===== config.mk =====
export PLATFORM = sky130hd
export DESIGN_NAME = lcd_timing_gen
export DESIGN_NICKNAME = d
export VERILOG_FILES = /design/src/rtl/lcd_timing_gen.sv
export SDC_FILE = /design/constraint.sdc
export NUM_CORES = 1
export LEC_CHECK = 0
export BUFFER_PORTS_ARGS = -buffer_cell sky130_fd_sc_hd__buf_2
export CAP_MARGIN = 10
export CORE_ASPECT_RATIO = 0.9
export CORE_UTILIZATION = 30
export CTS_BUF_LIST = sky130_fd_sc_hd__clkbuf_4
export CTS_CLUSTER_DIAMETER = 200
export DETAILED_ROUTE_END_ITERATION = 16
export PLACE_DENSITY_LB_ADDON = 0.15
export SYNTH_ARGS = -nofsm -noshare
export SYNTH_HDL_FRONTEND = slang
export SYNTH_SLANG_ARGS = --single-unit

===== constraint.sdc =====
create_clock -name clk -period 7.5 [get_ports clk]
set_input_delay 0.75 -clock clk [delete_from_list [all_inputs] [get_ports clk]]
set_output_delay 0.75 -clock clk [all_outputs]
set_load 0.005 [all_outputs]

===== src/rtl/lcd_timing_gen.sv =====
module lcd_timing_gen #(
  parameter int FIELD_W = 12
) (
  input  logic               clk,
  input  logic               rst_n,
  input  logic               pix_ce,
  input  logic               reg_we,
  input  logic               reg_re,
  input  logic [3:0]         reg_addr,
  input  logic [31:0]        reg_wdata,
  output logic [31:0]        reg_rdata,
  output logic               hsync,
  output logic               vsync,
  output logic               de,
  output logic [FIELD_W-1:0] pix_x,
  output logic [FIELD_W-1:0] pix_y,
  output logic [1:0]         out_mode,
  output logic               sof_irq
);
  localparam int TW = FIELD_W + 3;
  localparam logic [3:0] A_MODE = 4'd0, A_SYNC = 4'd1, A_VPOR = 4'd2, A_HPOR = 4'd3,
                         A_SIZE = 4'd4, A_ISET = 4'd5, A_ICLR = 4'd6, A_MASK = 4'd7,
                         A_STAT = 4'd8;

  typedef logic [FIELD_W-1:0] fld_t;

  logic [1:0] fmt_q;
  logic       hpol_q, vpol_q;
  fld_t hsw_q, vsw_q, vfp_q, vbp_q, hfp_q, hbp_q, aw_q, ah_q;

  logic s_hpol, s_vpol;
  fld_t s_hsw, s_vsw, s_vfp, s_vbp, s_hfp, s_hbp, s_aw, s_ah;

  logic [TW-1:0] hcnt, vcnt;
  logic          sof_stat, irq_mask;

  function automatic logic [31:0] pack2(input fld_t lo, input fld_t hi);
    logic [31:0] w;
    w = '0;
    w[FIELD_W-1:0] = lo;
    w[16 +: FIELD_W] = hi;
    return w;
  endfunction

  wire [TW-1:0] h_se  = TW'(s_hsw) + TW'(1);
  wire [TW-1:0] h_as  = h_se + TW'(s_hbp) + TW'(1);
  wire [TW-1:0] h_ae  = h_as + TW'(s_aw) + TW'(1);
  wire [TW-1:0] h_tot = h_ae + TW'(s_hfp) + TW'(1);
  wire [TW-1:0] v_se  = TW'(s_vsw) + TW'(1);
  wire [TW-1:0] v_as  = v_se + TW'(s_vbp);
  wire [TW-1:0] v_ae  = v_as + TW'(s_ah) + TW'(1);
  wire [TW-1:0] v_tot = v_ae + TW'(s_vfp) + TW'(1);

  wire h_last    = (hcnt == h_tot - TW'(1));
  wire v_last    = (vcnt == v_tot - TW'(1));
  wire frame_end = pix_ce && h_last && v_last;

  wire wr_hit = reg_we;

  always_ff @(posedge clk) begin
    if (!rst_n) begin
      fmt_q <= '0; hpol_q <= 1'b0; vpol_q <= 1'b0;
      hsw_q <= '0; vsw_q <= '0; vfp_q <= '0; vbp_q <= '0;
      hfp_q <= '0; hbp_q <= '0; aw_q <= '0; ah_q <= '0;
      irq_mask <= 1'b0;
    end else if (wr_hit) begin
      case (reg_addr)
        A_MODE: begin
          fmt_q  <= reg_wdata[9:8];
          hpol_q <= reg_wdata[0];
          vpol_q <= reg_wdata[1];
        end
        A_SYNC: begin hsw_q <= reg_wdata[FIELD_W-1:0]; vsw_q <= reg_wdata[16 +: FIELD_W]; end
        A_VPOR: begin vfp_q <= reg_wdata[FIELD_W-1:0]; vbp_q <= reg_wdata[16 +: FIELD_W]; end
        A_HPOR: begin hfp_q <= reg_wdata[FIELD_W-1:0]; hbp_q <= reg_wdata[16 +: FIELD_W]; end
        A_SIZE: begin aw_q  <= reg_wdata[FIELD_W-1:0]; ah_q  <= reg_wdata[16 +: FIELD_W]; end
        A_ISET: if (reg_wdata[0]) irq_mask <= 1'b1;
        A_ICLR: if (reg_wdata[0]) irq_mask <= 1'b0;
        default: ;
      endcase
    end
  end

  always_ff @(posedge clk) begin
    if (!rst_n) begin
      s_hpol <= 1'b0; s_vpol <= 1'b0;
      s_hsw <= '0; s_vsw <= '0; s_vfp <= '0; s_vbp <= '0;
      s_hfp <= '0; s_hbp <= '0; s_aw <= '0; s_ah <= '0;
    end else if (frame_end) begin
      s_hpol <= hpol_q; s_vpol <= vpol_q;
      s_hsw <= hsw_q; s_vsw <= vsw_q; s_vfp <= vfp_q; s_vbp <= vbp_q;
      s_hfp <= hfp_q; s_hbp <= hbp_q; s_aw <= aw_q; s_ah <= ah_q;
    end
  end

  always_ff @(posedge clk) begin
    if (!rst_n) begin
      hcnt <= '0;
      vcnt <= '0;
    end else if (pix_ce) begin
      if (h_last) begin
        hcnt <= '0;
        vcnt <= v_last ? '0 : vcnt + TW'(1);
      end else begin
        hcnt <= hcnt + TW'(1);
      end
    end
  end

  always_ff @(posedge clk) begin
    if (!rst_n)                               sof_stat <= 1'b0;
    else if (frame_end)                       sof_stat <= 1'b1;
    else if (reg_re && reg_addr == A_STAT)    sof_stat <= 1'b0;
  end

  wire h_act = (hcnt >= h_as) && (hcnt < h_ae);
  wire v_act = (vcnt >= v_as) && (vcnt < v_ae);
  wire [TW-1:0] x_off = hcnt - h_as;
  wire [TW-1:0] y_off = vcnt - v_as;

  assign hsync    = (hcnt < h_se) ^ s_hpol;
  assign vsync    = (vcnt < v_se) ^ s_vpol;
  assign de       = h_act && v_act;
  assign pix_x    = de ? x_off[FIELD_W-1:0] : '0;
  assign pix_y    = v_act ? y_off[FIELD_W-1:0] : '0;
  assign out_mode = fmt_q;
  assign sof_irq  = sof_stat && irq_mask;

  always_comb begin
    case (reg_addr)
      A_MODE:  reg_rdata = {22'd0, fmt_q, 6'd0, vpol_q, hpol_q};
      A_SYNC:  reg_rdata = pack2(hsw_q, vsw_q);
      A_VPOR:  reg_rdata = pack2(vfp_q, vbp_q);
      A_HPOR:  reg_rdata = pack2(hfp_q, hbp_q);
      A_SIZE:  reg_rdata = pack2(aw_q, ah_q);
      A_MASK:  reg_rdata = {31'd0, irq_mask};
      A_STAT:  reg_rdata = {31'd0, sof_stat};
      default: reg_rdata = '0;
    endcase
  end
endmodule


# Word-level counts from Yosys, hierarchy flattened
# Cells that the tools add are included.
# classes
order_cmp,6
bitwise,2
mul,0
reduce_logical,17
eq_ne,12
addsub,19
shift,0
div,0
muxes,10
# ops
cell,n
one-hot mux 28 bit (7 select lines),1
adder 15 x 1 -> 15 bit (second input constant),6
adder 15 x 12 -> 15 bit,3
== test 15 bit,2
less-than comparator 15 x 13 -> 1 bit,2
less-than comparator 15 bit,2
two-way mux 15 bit,2
subtractor 15 x 1 -> 15 bit (second input constant),2
adder 13 x 12 -> 14 bit,2
adder 12 x 1 -> 13 bit (second input constant),2
two-way mux 12 bit,2
subtractor 12 bit,2
== test 4 x 3 -> 1 bit (second input constant),4
adder 14 x 1 -> 15 bit (second input constant),1
adder 14 x 12 -> 15 bit,1
>= comparator 15 x 14 -> 1 bit,1
>= comparator 15 bit,1
AND reduction 2 bit,6
== test 4 x 2 -> 1 bit (second input constant),2
logical AND 1 bit,7
== test 4 x 1 -> 1 bit (second input constant),1
== test 4 bit (second input constant),1
zero test 4 bit,1
two-way mux 1 bit,4
5 further kinds,8
# totals
reg_bits,230
word_cells,91
latchBits,0
output_inout_bits,62
in_bits,41
ramBits,0
rom_bits,0
memories,0

# Logic depth before layout (Yosys ltp)
# logic_depth
word_depth,12
mapped_depth,32

# Worst setup path before layout
# OpenSTA, ideal clock, no wires.
# synth_path
kind,register to output
start,reg s_vsw[0]
end,out pix_x[7]
stages_incl_launch_ff,27
path_slack_ps,1093
arrival_time_ps,5657
cell_sequence,dfxtp_1 > ha_1 > xor2_1 > ha_1 > o21ai_0 > o21bai_1 > a21oi_1 > o21bai_1 > a21oi_1 > o21bai_1 > a21oi_1 > xnor2_1 > ha_1 > nand2_1 > nor2_1 > o2bb2ai_1 > o32ai_4 > o21ai_0 > o2bb2ai_1 > ha_1 > a21o_1 > a221oi_1 > o21ai_0 > a21o_1 > or4_1 > clkbuf_1 > nor3_1
# synth_via
elab_chain_len,8
word_cells_on_any_way,9
# synth_lines
item,line,text
start: declaration,32,"fld_t s_hsw, s_vsw, s_vfp, s_vbp, s_hfp, s_hbp, s_aw, s_ah;"
start signal: assignment,91,s_hsw <= hsw_q; s_vsw <= vsw_q; s_vfp <= vfp_q; s_vbp <= vbp_q;
adder 12 x 1 -> 13 bit *,49,wire [TW-1:0] v_se = TW'(s_vsw) + TW'(1);
adder 13 x 12 -> 14 bit *,50,wire [TW-1:0] v_as = v_se + TW'(s_vbp);
adder 14 x 12 -> 15 bit,51,wire [TW-1:0] v_ae = v_as + TW'(s_ah) + TW'(1);
adder 15 x 1 -> 15 bit,51,
less-than comparator 15 bit,117,wire v_act = (vcnt >= v_as) && (vcnt < v_ae);
logical AND 1 bit *,117,
logical AND 1 bit *,123,assign de = h_act && v_act;
two-way mux 12 bit *,124,assign pix_x = de ? x_off[FIELD_W-1:0] : '0;
end: declaration,15,"output logic [FIELD_W-1:0] pix_x,"
# Every way passes the cells marked *; elsewhere a longest branch is shown, timed or not.

# Worst setup path in the final report
# layout_path
start,reg s_vsw[0]
end,out pix_x[2]
# Same word-level chain as after synthesis.

==> out/qor.txt <==
CLOCK NETWORK
--------------------------------------------------------------------------------------------------------
Post-CTS clock slew at the launch and capture registers of the worst setup and hold paths          70 ps
Num Clock Sinks                                                                                      230
CTS tree                                                                                           built
Skew-Pair Late Insertion Delay                                                                    780 ps
CTS Hold Bufs                                                                                          0
Root buf cell                                                                                   clkbuf_4
Clk buf depth                                                                                          3
Number of H-tree levels                                                                                3
Total clock buffers created by CTS                                                                    67

POWER AND IR DROP
--------------------------------------------------------------------------------------------------------
Combinational share of power                                                                        9.0%
Switching Share                                                                                    26.8%
VDD IR max                                                                                   0.0000832 V
Design internal power                                                                            1990 µW
Fraction of power consumed by sequential logic                                                     45.9%
Share of total power in the clock network                                                          45.2%
Static Leak                                                                                   0.00874 µW
Power spent charging and discharging nets                                                         732 µW
Power per standard cell area                                                                  145 nW/µm²

GRT
--------------------------------------------------------------------------------------------------------
Initial antenna violation count                                                                        3
Residual overflow from global routing                                                                  0
Via count of the first global-routing pass                                                         14100
Largest net degree at the start of global routing                                                    105
All-layer global routing usage                                                                     19.6%
Global-route wire length before repair                                                           84.4 mm

TIMING
--------------------------------------------------------------------------------------------------------
Fin. Hold Viols                                                                                        0
Actual transition at the worst max-transition pin                                                1090 ps
Largest clock skew in the final design                                                           70.4 ps
Final Slew Violations                                                                                  0
Final setup violation count                                                                            0
Period minus WS final                                                                            7170 ps
Fmax achieved                                                                                    139 MHz
Final critical-path share of the clock period                                                      95.6%
Tightest slew margin relative to the limit                                                         27.0%

FLOORPLAN
--------------------------------------------------------------------------------------------------------
Effective utilization at floorplan                                                                 30.4%
Total Die Area                                                                                 56100 µm²
Die Y                                                                                             225 µm
Number of top-level pins                                                                             103
Horizontal die dimension                                                                          249 µm
Core box area                                                                                  54400 µm²
Placement row count                                                                                   81

FINAL LAYOUT
--------------------------------------------------------------------------------------------------------
Proportion of layout cells with a drive suffix above 1                                             14.1%
Syn-to-layout area delta                                                                           13.5%
Number of nets at the end of the flow                                                               2380
Registers with the most flip-flops                                                          hcnt: 15 flops, vcnt: 15 flops
Fraction of the core area covered by cells at the end of the flow                                  34.5%
Final standard cell area without fillers                                                       18800 µm²

STATUS
--------------------------------------------------------------------------------------------------------
Run status                                                                                  finished, final reports clean

SETUP PATH
--------------------------------------------------------------------------------------------------------
Startpoint kind of the worst setup timing path                                                      flop
Slowest library cell on the worst path                                                             or4_4
Setup crit end kind                                                                         primary output
Type of the setup path with the least slack                                                 flop to primary output
Top cell family by delay on the critical path                                               compound AO/OA/AOI/OAI gates
Data arrival time of the critical path                                                           6420 ps
Worst Path Buf+Inv                                                                                     2
Top cell by count, worst path                                                                       ha_1
Worst EP required                                                                                6750 ps
CP peak stage delay                                                                               500 ps
Critical path fanouts, max                                                                             7

SYNTHESIS
--------------------------------------------------------------------------------------------------------
Predominant post-synthesis flop cell                                                             dfxtp_1
Register area share after synthesis                                                                27.8%
Post-synthesis sequential element count                                                              230
Proportion of synthesized flip-flops having asynchronous set or reset                                 0%
EDFF count, synth                                                                                      0
Yosys warning total                                                                                    0
Average instance area after synthesis                                                           8.02 µm²
Combined area of all synthesized cells                                                         16500 µm²
Post-synth cell types                                                                                 90
Cells after Synth                                                                                   2063

MIN PATH
--------------------------------------------------------------------------------------------------------
Type of the worst min-delay path                                                            primary input to flop

PLACED DESIGN
--------------------------------------------------------------------------------------------------------
Post-detailed-placement cell area                                                              17600 µm²
Global placer's final weighted congestion                                                          0.872
Number of buffers inserted by port buffering                                                          86
Post-DP HPWL                                                                                     42.1 mm

ROUTING
--------------------------------------------------------------------------------------------------------
Detail Route Antenna Nets                                                                              0
Per-cell routed wire length                                                                      19.1 µm
Number of optimization iterations in the first detailed-route pass                                     6
Iteration-0 DRC count of the detailed router                                                        1071
Via/cell ratio                                                                                      5.16
Remaining design rule violation count                                                                  0
Final routed wirelength across all metal layers                                                  55.8 mm
Total number of vias                                                                               15100

JOB
--------------------------------------------------------------------------------------------------------
Maximum capacitance violations                                                                         0

## area by class of cell
class                           instances  area [µm²]
Multi-Input combinational cell       1616       11100
Sequential cell                       230        4610
Antenna cell                            1        2.50
Clock inverter                         10        72.6
Clock buffer                          105         788
Fill cell                            5710       35700
Timing Repair Buffer                  125         786
Inverter                              132         503
Tap cell                              705         882
## worst register-to-register path: cells and delay by family (launching register included)
family | cells | cell delay, ps
buffers and inverters | 1 | 290
AOI/OAI and AO/OA | 10 | 2080
adders and majority gates | 4 | 1220
DFF | 1 | 390
and+or+nand+nor | 9 | 2090
xor gates and xnor gates | 3 | 640
## cell usage in the layout (no fill, tap or decap), types with 36 or more instances in the layout
cell type  Yosys  routed
nand2_1      312     311
dfxtp_1      230     226
nor2_1       197     197
a21oi_1      189     183
ha_1         159     154
inv_1        131     130
clkbuf_4       0     105
mux2i_1      100     100
buf_2          4      86
xnor2_1       64      59
xor2_1        62      58
o21ai_0       54      50
nand3_1       43      43
o21a_1        36      36
## path summary, 6_finish.rpt
| path | start | to | slack, ps | depth (start not counted) |
|---|---|---|---|---|
| worst max-delay path | s_vsw[0] | pix_x[2] | 330 | 25 |
| worst min-delay path | reg_re | sof_stat | 260 | 4 |
| worst max register to register | s_hsw[1] | hcnt[13] | 630 | 27 |
| worst min register to register | aw_q[3] | aw_q[3] | 470 | 2 |
## power groups by stage
stage               logic [µW]  registers, µW  clock network (µW)
finish                     245           1250                1230
floorplan                  152           1270                   0
global placement           241           1280                   0
global route               271           1250                1350
detailed placement         243           1280                   0
CTS                        245           1250                1280
## cell families (layout without fill, tap and decap cells)
family | count (synthesis) | in the layout | share of synthesized area [%]
adders and majority gates | 167 | 167 | 13.0
DFF | 230 | 230 | 27.8
other | 1 | 9 | 0.0227
muxes | 100 | 100 | 6.05
buffers and inverters | 225 | 372 | 6.44
AOI/OAI and AO/OA | 467 | 467 | 19.0
and+or+nand+nor | 746 | 747 | 20.8
xor gates and xnor gates | 127 | 127 | 6.81
## synthesized netlist by cell type, drive strengths merged, types with 14 or more instances
| library cell | count | area (µm²) |
|---|---|---|
| a211oi | 18 | 145 |
| a21o | 34 | 255 |
| a21oi | 192 | 980 |
| a222oi | 23 | 230 |
| and2 | 14 | 87.6 |
| and3 | 32 | 210 |
| buf | 25 | 312 |
| clkbuf | 68 | 255 |
| dfxtp | 230 | 4600 |
| ha | 159 | 1990 |
| inv | 132 | 498 |
| mux2i | 100 | 1000 |
| nand2 | 312 | 1170 |
| nand2b | 17 | 106 |
| nand3 | 43 | 215 |
| nand4 | 18 | 113 |
| nor2 | 198 | 746 |
| nor2b | 18 | 113 |
| nor3 | 35 | 175 |
| o21a | 36 | 270 |
| o21ai | 58 | 290 |
| xnor2 | 64 | 561 |
| xor2 | 62 | 543 |
## stage by stage
stage	hold WS (ps)	worst slack [ps]	setup TNS [ps]	cells	total power, µW
final	256	328	0	2924	2730
after floorplan	444	1090	0	2070	1420
after global routing	226	-48.6	-134	2924	2870
after global placement	459	65.6	0	2800	1520
after detailed placement	463	50.1	0	2800	1520
after CTS	167	6.55	0	2916	2770
## what timing repair did
item	4_1_cts	5_1_grt
setup buffers	1	6
resized for setup	11	33
cloned	0	1
endpoints found under the setup margin	14	142
pin swaps	2	8
## routing by layer
metal | GRT usage (%) | vias to the layer above | wire [µm]
li1 | - | 7481 | -
met1 | 29.4 | 7172 | 29000
met2 | 28.9 | 374 | 23300
met3 | 2.79 | 68 | 2450
met4 | 5.26 | 2 | 947
met5 | 0 | - | 46
No activity file was read; power rests on OpenSTA's default activity.
